[config.mk]
export PLATFORM = sky130hd
export DESIGN_NAME = rec_eval_engine
export DESIGN_NICKNAME = d
export VERILOG_FILES = /design/src/rtl/rec_eval_pkg.sv /design/src/rtl/rec_frame_stack.sv /design/src/rtl/rec_step_logic.sv /design/src/rtl/rec_eval_engine.sv
export SDC_FILE = /design/constraint.sdc
export NUM_CORES = 1
export LEC_CHECK = 0
export BUFFER_PORTS_ARGS = -buffer_cell sky130_fd_sc_hd__buf_2
export CAP_MARGIN = 20
export CORE_ASPECT_RATIO = 0.6
export CORE_MARGIN = 5
export CORE_UTILIZATION = 60
export CTS_CLUSTER_SIZE = 40
export DETAILED_ROUTE_END_ITERATION = 12
export GPL_TIMING_DRIVEN = 0
export PLACE_DENSITY = 0.82
export SLEW_MARGIN = 5
export SYNTH_ARGS = -nofsm -noshare
export SYNTH_HDL_FRONTEND = slang
export SYNTH_SLANG_ARGS = --single-unit
[constraint.sdc]
create_clock -name clk_i -period 6.5 [get_ports clk_i]
set_input_delay 0.975 -clock clk_i [delete_from_list [all_inputs] [get_ports clk_i]]
set_output_delay 0.975 -clock clk_i [all_outputs]
set_load 0.02 [all_outputs]
[src/rtl/rec_eval_pkg.sv]
package rec_eval_pkg;

  typedef enum logic [1:0] {
    ST_IDLE = 2'd0,
    ST_EVAL = 2'd1,
    ST_RET  = 2'd2
  } state_e;

  // resume points: after first sub-call / after second sub-call
  typedef enum logic {
    TAG_S1 = 1'b0,
    TAG_S2 = 1'b1
  } tag_e;

endpackage

[src/rtl/rec_frame_stack.sv]
module rec_frame_stack
  import rec_eval_pkg::*;
#(
  parameter int WIDTH = 16,
  parameter int DEPTH = 16,
  localparam int CW = $clog2(DEPTH + 1),
  localparam int AW = (DEPTH > 1) ? $clog2(DEPTH) : 1
) (
  input  logic             clk_i,
  input  logic             rst_ni,
  input  logic             clr_i,
  input  logic             push_i,
  input  logic             pop_i,
  input  logic             repl_i,
  input  tag_e             wr_tag_i,
  input  logic [WIDTH-1:0] wr_val_i,
  output tag_e             top_tag_o,
  output logic [WIDTH-1:0] top_val_o,
  output logic [CW-1:0]    cnt_o,
  output logic             full_o,
  output logic             empty_o
);

  tag_e             tag_mem [DEPTH];
  logic [WIDTH-1:0] val_mem [DEPTH];
  logic [CW-1:0]    cnt_q;
  logic [AW-1:0]    wr_idx;
  logic [AW-1:0]    top_idx;

  assign top_idx = AW'(cnt_q - CW'(1));
  assign wr_idx  = push_i ? AW'(cnt_q) : top_idx;

  always_ff @(posedge clk_i or negedge rst_ni) begin
    if (!rst_ni) begin
      cnt_q <= '0;
    end else if (clr_i) begin
      cnt_q <= '0;
    end else if (push_i) begin
      cnt_q <= cnt_q + CW'(1);
    end else if (pop_i) begin
      cnt_q <= cnt_q - CW'(1);
    end
  end

  // storage needs no reset: only written slots are ever read
  always_ff @(posedge clk_i) begin
    if (push_i || repl_i) begin
      tag_mem[wr_idx] <= wr_tag_i;
      val_mem[wr_idx] <= wr_val_i;
    end
  end

  assign top_tag_o = tag_mem[top_idx];
  assign top_val_o = val_mem[top_idx];
  assign cnt_o     = cnt_q;
  assign full_o    = (cnt_q == CW'(DEPTH));
  assign empty_o   = (cnt_q == '0);

endmodule

[src/rtl/rec_step_logic.sv]
module rec_step_logic
  import rec_eval_pkg::*;
#(
  parameter int WIDTH = 16
) (
  input  state_e           state_i,
  input  logic [WIDTH-1:0] acc_i,
  input  logic             start_i,
  input  logic [WIDTH-1:0] n_i,
  input  logic             full_i,
  input  logic             empty_i,
  input  tag_e             top_tag_i,
  input  logic [WIDTH-1:0] top_val_i,
  output state_e           state_o,
  output logic [WIDTH-1:0] acc_o,
  output logic             push_o,
  output logic             pop_o,
  output logic             repl_o,
  output tag_e             wr_tag_o,
  output logic [WIDTH-1:0] wr_val_o,
  output logic             fin_o,
  output logic             ovf_o
);

  localparam logic [WIDTH-1:0] ONE = WIDTH'(1);
  localparam logic [WIDTH-1:0] TWO = WIDTH'(2);

  // acc holds the argument in ST_EVAL and the returned value in ST_RET
  always_comb begin
    state_o  = state_i;
    acc_o    = acc_i;
    push_o   = 1'b0;
    pop_o    = 1'b0;
    repl_o   = 1'b0;
    wr_tag_o = TAG_S1;
    wr_val_o = acc_i;
    fin_o    = 1'b0;
    ovf_o    = 1'b0;
    unique case (state_i)
      ST_IDLE: begin
        if (start_i) begin
          acc_o   = n_i;
          state_o = ST_EVAL;
        end
      end
      ST_EVAL: begin
        if (acc_i <= ONE) begin
          acc_o   = ONE;
          state_o = ST_RET;
        end else if (full_i) begin
          ovf_o   = 1'b1;
          fin_o   = 1'b1;
          state_o = ST_IDLE;
        end else begin
          push_o   = 1'b1;
          wr_tag_o = TAG_S1;
          wr_val_o = acc_i;
          acc_o    = acc_i - ONE;
        end
      end
      ST_RET: begin
        if (empty_i) begin
          fin_o   = 1'b1;
          state_o = ST_IDLE;
        end else if (top_tag_i == TAG_S1) begin
          // swap frame in place: keep r1, evaluate saved n minus two
          repl_o   = 1'b1;
          wr_tag_o = TAG_S2;
          wr_val_o = acc_i;
          acc_o    = top_val_i - TWO;
          state_o  = ST_EVAL;
        end else begin
          pop_o = 1'b1;
          acc_o = acc_i + top_val_i + ONE;
        end
      end
      default: state_o = ST_IDLE;
    endcase
  end

endmodule

[src/rtl/rec_eval_engine.sv]
module rec_eval_engine
  import rec_eval_pkg::*;
#(
  parameter int WIDTH = 16,
  parameter int DEPTH = 16,
  localparam int CW = $clog2(DEPTH + 1)
) (
  input  logic             clk_i,
  input  logic             rst_ni,
  input  logic             start_i,
  input  logic [WIDTH-1:0] n_i,
  output logic [WIDTH-1:0] result_o,
  output logic             done_o,
  output logic             overflow_o
);

  state_e           state_q, state_d;
  logic [WIDTH-1:0] acc_q, acc_d;
  logic [WIDTH-1:0] result_q;
  logic             done_q, ovf_q;

  logic             push, pop, repl, fin, ovf;
  tag_e             wr_tag, top_tag;
  logic [WIDTH-1:0] wr_val, top_val;
  logic [CW-1:0]    stk_cnt;
  logic             stk_full, stk_empty;

  rec_frame_stack #(.WIDTH(WIDTH), .DEPTH(DEPTH)) u_stack (
    .clk_i     (clk_i),
    .rst_ni    (rst_ni),
    .clr_i     (ovf),
    .push_i    (push),
    .pop_i     (pop),
    .repl_i    (repl),
    .wr_tag_i  (wr_tag),
    .wr_val_i  (wr_val),
    .top_tag_o (top_tag),
    .top_val_o (top_val),
    .cnt_o     (stk_cnt),
    .full_o    (stk_full),
    .empty_o   (stk_empty)
  );

  rec_step_logic #(.WIDTH(WIDTH)) u_step (
    .state_i   (state_q),
    .acc_i     (acc_q),
    .start_i   (start_i),
    .n_i       (n_i),
    .full_i    (stk_full),
    .empty_i   (stk_empty),
    .top_tag_i (top_tag),
    .top_val_i (top_val),
    .state_o   (state_d),
    .acc_o     (acc_d),
    .push_o    (push),
    .pop_o     (pop),
    .repl_o    (repl),
    .wr_tag_o  (wr_tag),
    .wr_val_o  (wr_val),
    .fin_o     (fin),
    .ovf_o     (ovf)
  );

  always_ff @(posedge clk_i or negedge rst_ni) begin
    if (!rst_ni) begin
      state_q  <= ST_IDLE;
      acc_q    <= '0;
      result_q <= '0;
      done_q   <= 1'b0;
      ovf_q    <= 1'b0;
    end else begin
      state_q <= state_d;
      acc_q   <= acc_d;
      done_q  <= fin;
      if (fin && !ovf) result_q <= acc_q;
      if (ovf)         ovf_q    <= 1'b1;
    end
  end

  assign result_o   = result_q;
  assign done_o     = done_q;
  assign overflow_o = ovf_q;

endmodule

==> Word level (Yosys, flattened, before mapping) <==
Memories as Yosys holds them, arrays and structs flattened.
Index checks and enable logic that the tools add are counted.
{ "totals": {"ff_bits": 41, "ramBits": 272, "output_inout_bits": 18, "word_cells": 64, "mem_count": 2} }
{ "memory_table": {"columns": ["name", "depth", "width", "rd", "rd_ports_with_merged_regs", "wr", "line_no", "source"], "rows": [
  ["u_stack.val_mem", 16, 16, 1, 0, 1, "rec_frame_stack.sv:25", "logic [WIDTH-1:0] val_mem [DEPTH];"],
  ["u_stack.tag_mem", 16, 1, 1, 0, 1, "rec_frame_stack.sv:24", "tag_e tag_mem [DEPTH];"]
]} }
{ "classes": {"add_sub_neg": 6, "n_lt_le_gt_ge": 1, "eq_ne": 8, "muxes": 32, "n_reduce_logical": 9} }
{ "op_table": {"columns": ["operator", "n"], "rows": [
  ["$mux W16", 5],
  ["$pmux W16 S3", 1],
  ["$add A16 B1 Y16 const B", 1],
  ["$add A16 B16 Y16", 1],
  ["$le A16 B1 Y1 const B", 1],
  ["$sub A16 B1 Y16 const B", 1],
  ["$sub A16 B2 Y16 const B", 1],
  ["$mux W1", 15],
  ["$mux W5", 3],
  ["$mux W2", 5],
  ["$ne A3 B2 Y1 const B", 2],
  ["$pmux W2 S3", 1],
  ["$reduce_bool A3 Y1", 2],
  ["$add A5 B1 Y5 const B", 1],
  ["$eq A5 B5 Y1 const B", 1],
  ["$logic_not A5 Y1", 1],
  ["$sub A5 B1 Y5 const B", 1],
  ["$mux W4", 1],
  ["$ne A2 B2 Y1 const B", 2],
  ["$reduce_and A4 Y1", 1],
  ["$ne A3 B3 Y1 const B", 1],
  ["$reduce_and A3 Y1", 1],
  ["$eq A2 B1 Y1 const B", 1],
  ["$eq A2 B2 Y1 const B", 1],
  ["5 further kinds", 5]
]} }

==> Logic depth before layout (Yosys ltp) <==
Gate-level depths: netlist of the first run.
An unclocked memory read counts as a cell.
{ "logic_depth": {"word_depth": 8, "depth_mapped": 23, "ltp_nobuf": 16} }

==> Modules after synthesis <==
Synthesis of the first run repeated with hierarchy kept, for this count alone.
{ "hier_totals": {"cells_unflattened": 970, "hier_area_um2": 14863.0} }
{ "modules_own_cells": {"columns": ["mod", "n_inst", "cells_each", "area_per_inst_um2", "seq_area_each_um2"], "rows": [
  ["rec_frame_stack", 1, 517, 11123.2, 8293.0],
  ["rec_step_logic", 1, 397, 2577.5, 0.0],
  ["rec_eval_engine", 1, 56, 1162.4, 900.9]
]} }

==> Worst setup path before layout of the first run <==
OpenSTA, ideal clock, no wires.
{ "synth_timing": {"path_kind": "flip-flop to flip-flop", "startpoint": "reg u_stack.cnt_q[0], in the netlist u_stack.cnt_o[0]", "endpoint": "reg acc_q[12]", "setup_ns": 0.125, "arrival_time_ns": 4.830, "required_time_ns": 6.375, "slack_ns": 1.545, "stages_incl_launch_ff": 24, "cell_sequence": "dfrtp_1 > buf_6 > buf_12 > buf_6 > buf_4 > inv_2 > ha_1 > clkbuf_1 > buf_2 > clkbuf_1 > clkbuf_1 > mux4_2 > mux2i_1 > mux2_2 > ha_1 > fa_1 > inv_1 > a21oi_1 > o221a_2 > nor3_1 > o31a_1 > or3_1 > a31oi_1 > a21oi_1"} }
{ "synth_between": {"elab_chain_len": 7, "word_cells_on_any_way": 14} }
{ "synth_lines": {"columns": ["element", "line_no", "source"], "rows": [
  ["start: declaration", "rec_frame_stack.sv:26", "logic [CW-1:0] cnt_q;"],
  ["start signal: assignment", "rec_frame_stack.sv:39", "cnt_q <= cnt_q + CW'(1);"],
  ["start signal: assignment", "rec_frame_stack.sv:41", "cnt_q <= cnt_q - CW'(1);"],
  ["$sub A5 B1 Y5", null, null],
  ["$mem_v2 Z16 W16", null, null],
  ["$add A16 B16 Y16", "rec_step_logic.sv:74", "acc_o = acc_i + top_val_i + ONE;"],
  ["$add A16 B1 Y16", "rec_step_logic.sv:74", null],
  ["$mux W16", "rec_step_logic.sv:65", "end else if (top_tag_i == TAG_S1) begin"],
  ["$mux W16", "rec_step_logic.sv:62", "if (empty_i) begin"],
  ["$pmux W16 S3", "rec_step_logic.sv:39", "unique case (state_i)"],
  ["end signal: assignment", "rec_eval_engine.sv:67", "acc_q <= '0;"],
  ["end signal: assignment", "rec_eval_engine.sv:73", "acc_q <= acc_d;"],
  ["end: declaration", "rec_eval_engine.sv:18", "logic [WIDTH-1:0] acc_q, acc_d;"]
]} }
Parallel ways exist; a longest one is shown, timed or not. The select of a mux whose other input is x is not followed.
A chain may end at the register's enable or synchronous reset.

==> Worst setup path after layout of the first run <==
{ "layout_timing": {"startpoint": "reg u_stack.cnt_q[0], in the netlist u_stack.cnt_o[0]", "endpoint": "reg acc_q[13]"} }
The elaborated chain is that of the path after synthesis.

==> impl_metrics.json, run 1 <==
{
  "worst_skew_pair.late_latency_ns": 0.55,
  "grt.total_usage_pct": 27.1,
  "numCtsBuffers": 27,
  "grt_setup_unrepaired": "false",
  "finalSetupViolCount": 0,
  "nets": 1018,
  "num_rows": 43,
  "syn_area_mm2": 0.0142,
  "start_kind": "flop",
  "drive_above_1_share_pct": 21.9,
  "num_antenna_cells": 0,
  "gp_congestion": 0.906,
  "syn-instance-count": 891,
  "die-height_um": 129,
  "outcome": "finished, final reports clean",
  "worst_ep_required_time_ns": 6.92,
  "cp.arrival_ns": 6.65,
  "gr-total-overflow": 0,
  "htree_num_levels": 1,
  "root_buffer": "clkbuf_16",
  "first_global_vias": 8332,
  "vias": 8803,
  "fin_crit_sh_pct": 95.9,
  "drc": 0,
  "crit_path_end_kind": "flop",
  "placed_cells": 1256,
  "viasPerCell": 6.75,
  "maxSlewHeadroom_pct": 28.0,
  "clk_pin_slew_worst_paths_ns": 0.07,
  "fin_cells": 1304,
  "grt_max_degree": 42,
  "fp.dieW_um": 208,
  "grt_pass1_wl_um": 54100,
  "syn2layout_area_growth_pct": 12.5,
  "drv_slew": 0,
  "worstPathMaxFanout": 10,
  "cts_tree": "done",
  "hp-class": "flop to flop",
  "antenna_found_initial": 0,
  "ys_types": 67,
  "finalHoldViolations": 0,
  "maxCapViolCount": 0,
  "hold_buffers": 0,
  "wire_per_inst_um": 27.9,
  "fmax_ghz": 0.160,
  "routed_wl_um": 36400,
  "ctsResizeCount": 1,
  "ioPinCount": 37,
  "critical_path_class": "flop to flop",
  "ys_ff_latch": 313,
  "first_pass_iters": 5,
  "drtIter0Drc": 1212,
  "syn_nets": 940,
  "io_buffers": 36,
  "start_util_pct": 61.1,
  "die-area_mm2": 0.0269,
  "ys_async_sr_fraction_pct": 13.1,
  "avgSynthCellArea_um2": 15.9,
  "finalSetupTns_ns": 0,
  "core_region_area_mm2": 0.0232,
  "synth-edff-count": 272,
  "yosys_warnings": 0,
  "clk_path_buf_depth": 3,
  "postCtsSetupBuffers": 0,
  "dp_hpwl_um": 24100,
  "min_period_ns": 6.24,
  "seq_area_frac_synth_pct": 64.9,
  "worst-slew-pin-transition_ns": 1.08,
  "cts.sinks": 313,
  "ant_nets": 0,
  "fin_skew_ns": 0.0153,
  "nFillCells": 1481,
  "synthFlopType": "edfxtp_1"
}
-- cell type report --
| type | count | area, um2 | area share [%] |
|---|---|---|---|
| inverter | 23 | 86.3 | 0.541 |
| multi-input combinational | 510 | 4700 | 29.5 |
| clock inverter | 16 | 205 | 1.29 |
| buffer | 44 | 253 | 1.58 |
| sequential | 313 | 9190 | 57.6 |
| tap | 315 | 394 | 2.47 |
| timing repair buffer | 50 | 415 | 2.60 |
| clock buffer | 33 | 698 | 4.38 |
-- path summary, 6_finish.rpt --
path	startpoint	end	slack [ns]	cells after the start
worst max-delay path	u_stack.cnt_o[0]	acc_q[13]	0.26	21
worst min-delay path	overflow_o	overflow_o	0.48	1
worst max register to register	u_stack.cnt_o[0]	acc_q[13]	0.26	21
worst min register to register	overflow_o	overflow_o	0.48	1
max in group asynchronous	rst_ni	result_o[3]	5.35	1
min in group asynchronous	rst_ni	result_o[12]	0.56	1
-- per-layer routing --
layer	global-route usage (%)	wire length, um	up-vias
li1	-	-	3683
met1	40.9	14900	4434
met2	40.3	16100	624
met3	8.64	4750	62
met4	4.79	708	0
met5	0	0	-
-- placed cells by master, fill, tap and decap left out, drive strengths merged, types with 4 or more instances in the layout --
master  count
xnor2      17
nor3b       8
o21a        6
nand3      13
a31oi      13
nor2b       6
a211oi      6
clkinv     10
nor4       10
edfxtp    272
and2        4
inv        23
nor3       23
nand2b      5
a21oi      49
o21ai      28
a21o        7
clkbuf     59
dfrtp      41
mux2i      16
mux2       17
bufinv      5
o31ai       5
mux4       74
o22ai       5
a221oi      8
ha         29
and3        5
nor2       63
or3         5
nand2      41
buf        68
xor2       15
o31a        7
-- worst max-delay path, cell delays in order, from the launching register on --
cell and delay [ns]:
dfrtp_1 0.36, buf_6 0.16, buf_12 0.16, buf_6 0.21
buf_4 0.28, inv_2 0.18, ha_1 0.31, clkbuf_1 0.49
clkbuf_1 0.48, buf_2 0.43, mux4_2 0.38, mux2_2 0.30
o21a_1 0.20, ha_1 0.34, o211ai_1 0.23, a21o_1 0.22
a21oi_1 0.15, a31oi_1 0.34, o21ai_0 0.17, xor2_1 0.16
a221oi_1 0.40, a21oi_1 0.11
-- flip-flops by register name (all words and copies together), names as in the netlist --
signal and cells:
result_o 16, u_stack.tag_mem 16, done_o 1, acc_q 16
u_stack.val_mem 256, state_q 2, u_stack.cnt_o 5, overflow_o 1
-- kinds of logic (layout without fill, tap and decap cells) --
kind of cell	count (synthesis)	after routing	share of synthesized area [%]
flops	313	313	64.9
simple gates	193	193	6.81
compound gates	148	148	6.72
mux	107	107	14.6
buf+inv	68	166	2.37
xor+xnor	32	32	1.98
fa+ha+maj	30	30	2.70
-- metrics by stage --
step                cell area (um2)  setup WS [ns]  utilization (%)  hold WS [ns]
CTS                           15900          0.132             68.7         0.472
floorplan                     14200           1.54                -         0.540
global route                  15900        0.00665             68.8         0.504
global placement              14700         -0.494             63.6         0.451
detailed placement            15000         -0.140             64.8         0.457
finish                        15900          0.264             68.8         0.478
-- cells in the mapped netlist (17+ instances only) --
cell | count | share of area [%]
a21oi_1 | 49 | 1.7
clkbuf_1 | 26 | 0.69
dfrtp_1 | 41 | 7.2
edfxtp_1 | 272 | 58
ha_1 | 29 | 2.6
inv_1 | 22 | 0.58
mux2_2 | 17 | 1.4
mux4_2 | 62 | 9.9
nand2_1 | 40 | 1.1
nor2_1 | 62 | 1.6
nor3_1 | 23 | 0.81
o21ai_0 | 19 | 0.67
xnor2_1 | 17 | 1.1
Power of run 1 is left out: the tool's default activity adds up to more than one toggle a clock period on the data nets, which glitch-free logic cannot reach.
==> run 2: changes to the inputs <==
--- a/config.mk
+++ b/config.mk
@@ -9,11 +9,13 @@
 export CAP_MARGIN = 20
 export CORE_ASPECT_RATIO = 0.6
 export CORE_MARGIN = 5
-export CORE_UTILIZATION = 60
+export CORE_UTILIZATION = 35
 export CTS_CLUSTER_SIZE = 40
 export DETAILED_ROUTE_END_ITERATION = 12
 export GPL_TIMING_DRIVEN = 0
-export PLACE_DENSITY = 0.82
+export PLACE_DENSITY = 0.55
+export RECOVER_POWER = 50
+export SKIP_LAST_GASP = 1
 export SLEW_MARGIN = 5
 export SYNTH_ARGS = -nofsm -noshare
 export SYNTH_HDL_FRONTEND = slang
==> impl_metrics.json, run 2 (same netlist as run 1, synthesis figures left out) <==
{
  "hp-class": "input port to async pin",
  "critical_path_class": "flop to flop",
  "first_pass_iters": 5,
  "worstPathMaxFanout": 10,
  "final_cell_mix": "edfxtp_1 (272), mux4_2 (62), a21oi_1 (49), nor2_1 (46), clkbuf_1 (44)",
  "outcome": "complete, but fails checks",
  "antenna_found_initial": 0,
  "violations": "max-capacitance violations, max-slew violations",
  "die-height_um": 166,
  "reg2reg_depth": 22,
  "path_delay_family": "buffers and inverters",
  "drtIter0Drc": 899,
  "ioPinCount": 37,
  "htree_num_levels": 1,
  "reg2reg_to": "acc_q[13]",
  "r2r_setup_slack_ns": 0.35,
  "fp.dieW_um": 270,
  "core_region_area_mm2": 0.0402,
  "slowest_delay_ns": 0.55,
  "drc": 0,
  "root_buffer": "clkbuf_16",
  "grt_setup_unrepaired": "true",
  "syn2layout_area_growth_pct": 13.9,
  "nets": 1018,
  "wire_per_inst_um": 24.7,
  "cts_tree": "done",
  "min_period_ns": 6.15,
  "vias": 8430,
  "viasPerCell": 5.54,
  "drv_slew": 35,
  "grt_max_degree": 42,
  "crit_chain": "buf_6 > buf_12 > buf_6 > buf_4 > inv_2 > ha_1 > clkbuf_1 > xnor2_1 > buf_4 > clkbuf_2 > nand2_1 > and3_1 > a21oi_1 > ha_1 > a21oi_1 > nor3b_1 > a21oi_1 > a31oi_1 > o21ai_0 > xor2_1 > a221oi_1 > a21oi_1",
  "start_kind": "flop",
  "crit_path_end_kind": "flop",
  "largest_reg_flops": 256,
  "worst_ep_required_time_ns": 6.92,
  "start_util_pct": 35.2,
  "reg2reg_from": "u_stack.cnt_o[0]",
  "final_common_cell": "edfxtp_1",
  "maxCapViolCount": 1,
  "numCtsBuffers": 28,
  "cts.sinks": 313,
  "dp_hpwl_um": 25900,
  "maxSlewHeadroom_pct": -35.6,
  "fmax_ghz": 0.163,
  "hold_buffers": 0,
  "die-area_mm2": 0.0448,
  "routed_wl_um": 37600,
  "worst-slew-pin-transition_ns": 2.03,
  "gr-total-overflow": 0,
  "num_rows": 57,
  "clk_path_buf_depth": 3,
  "final_util_pct": 40.2,
  "finalHoldViolations": 0,
  "gp_congestion": 0.827,
  "whs_ns": 0.325,
  "worst_skew_pair.late_latency_ns": 0.56,
  "clk_pin_slew_worst_paths_ns": 0.06,
  "fin_skew_ns": 0.0165,
  "regMostFlops": "u_stack.val_mem",
  "nFillCells": 3779,
  "fin_crit_sh_pct": 94.7,
  "cpMostUsedCell": "a21oi_1",
  "io_buffers": 36,
  "crit_buf_inv": 8,
  "startpoint": "u_stack.cnt_o[0]",
  "drive_above_1_share_pct": 20.2,
  "ant_nets": 0,
  "first_global_vias": 8185,
  "finalSetupViolCount": 0,
  "slowest_stage": "xnor2_1",
  "grt.total_usage_pct": 16.5,
  "cp.arrival_ns": 6.57,
  "grt_pass1_wl_um": 55600
}
## run 2: cell count changes in the layout (fill, tap and decap cells not counted), sizes merged
cell,before,now
clkinv,10,12
diode,0,1
bufinv,5,1
buf,68,48
clkinvlp,1,4
clkbuf,59,78
## run 2: what timing repair did
item / in CTS / in global routing
setup endpoints to repair: 16 / 227
pin swaps: 0 / 1
gates resized for setup: 2 / 10
setup buffers: 0 / 3
## run 2: stage by stage
stage | cell area, um2 | setup WS, ns | TNS (ns) | std cells
floorplan | 14200 | 1.54 | 0 | 891
global placement | 15000 | -1.06 | -228.76 | 1458
detailed placement | 15200 | -0.561 | -1.67 | 1466
CTS | 16100 | 0.0350 | 0 | 1515
global route | 16100 | -0.0491 | -0.0491 | 1520
finish | 16200 | 0.348 | 0 | 1521
## run 2: per-layer routing
layer	part of all wire [%]	global-route usage [%]
met1	51	27.4
met2	39	21.6
met3	8.5	4.20
met4	1.3	2.51
met5	0	0
## run 2: worst max-delay path by stage
| stage | slack, ns | cells past startpoint | endpoint |
|---|---|---|---|
| floorplan | 1.54 | 23 | acc_q[12] |
| finish | 0.35 | 22 | acc_q[13] |
| global placement | -1.06 | 15 | u_stack.val_mem[5][15] |
| CTS | 0.03 | 17 | u_stack.val_mem[13][10] |
| global route | -0.05 | 23 | acc_q[13] |
| detailed placement | -0.56 | 23 | acc_q[12] |
## run 2: layout make-up
type / instances / area [um2] / area share, %
antenna: 1 / 2.50 / 0.0155
buffer: 43 / 250 / 1.55
clock buffer: 33 / 741 / 4.59
clock inverter: 17 / 133 / 0.821
inverter: 23 / 86.3 / 0.535
multi-input combinational: 510 / 4740 / 29.4
sequential: 313 / 9190 / 56.9
tap: 531 / 664 / 4.11
timing repair buffer: 50 / 335 / 2.08
## run 2: worst register-to-register path, cell delays in order (launching register included)
cell      delay, ns
dfrtp_1        0.37
buf_6          0.16
buf_12         0.17
buf_6          0.22
buf_4          0.28
inv_2          0.19
ha_1           0.24
clkbuf_1       0.19
xnor2_1        0.55
buf_4          0.29
clkbuf_2       0.44
nand2_1        0.09
and3_1         0.19
a21oi_1        0.37
ha_1           0.34
a21oi_1        0.20
nor3b_1        0.32
a21oi_1        0.16
a31oi_1        0.36
o21ai_0        0.20
xor2_1         0.17
a221oi_1       0.40
a21oi_1        0.11
Power of run 2 is left out for the same reason.
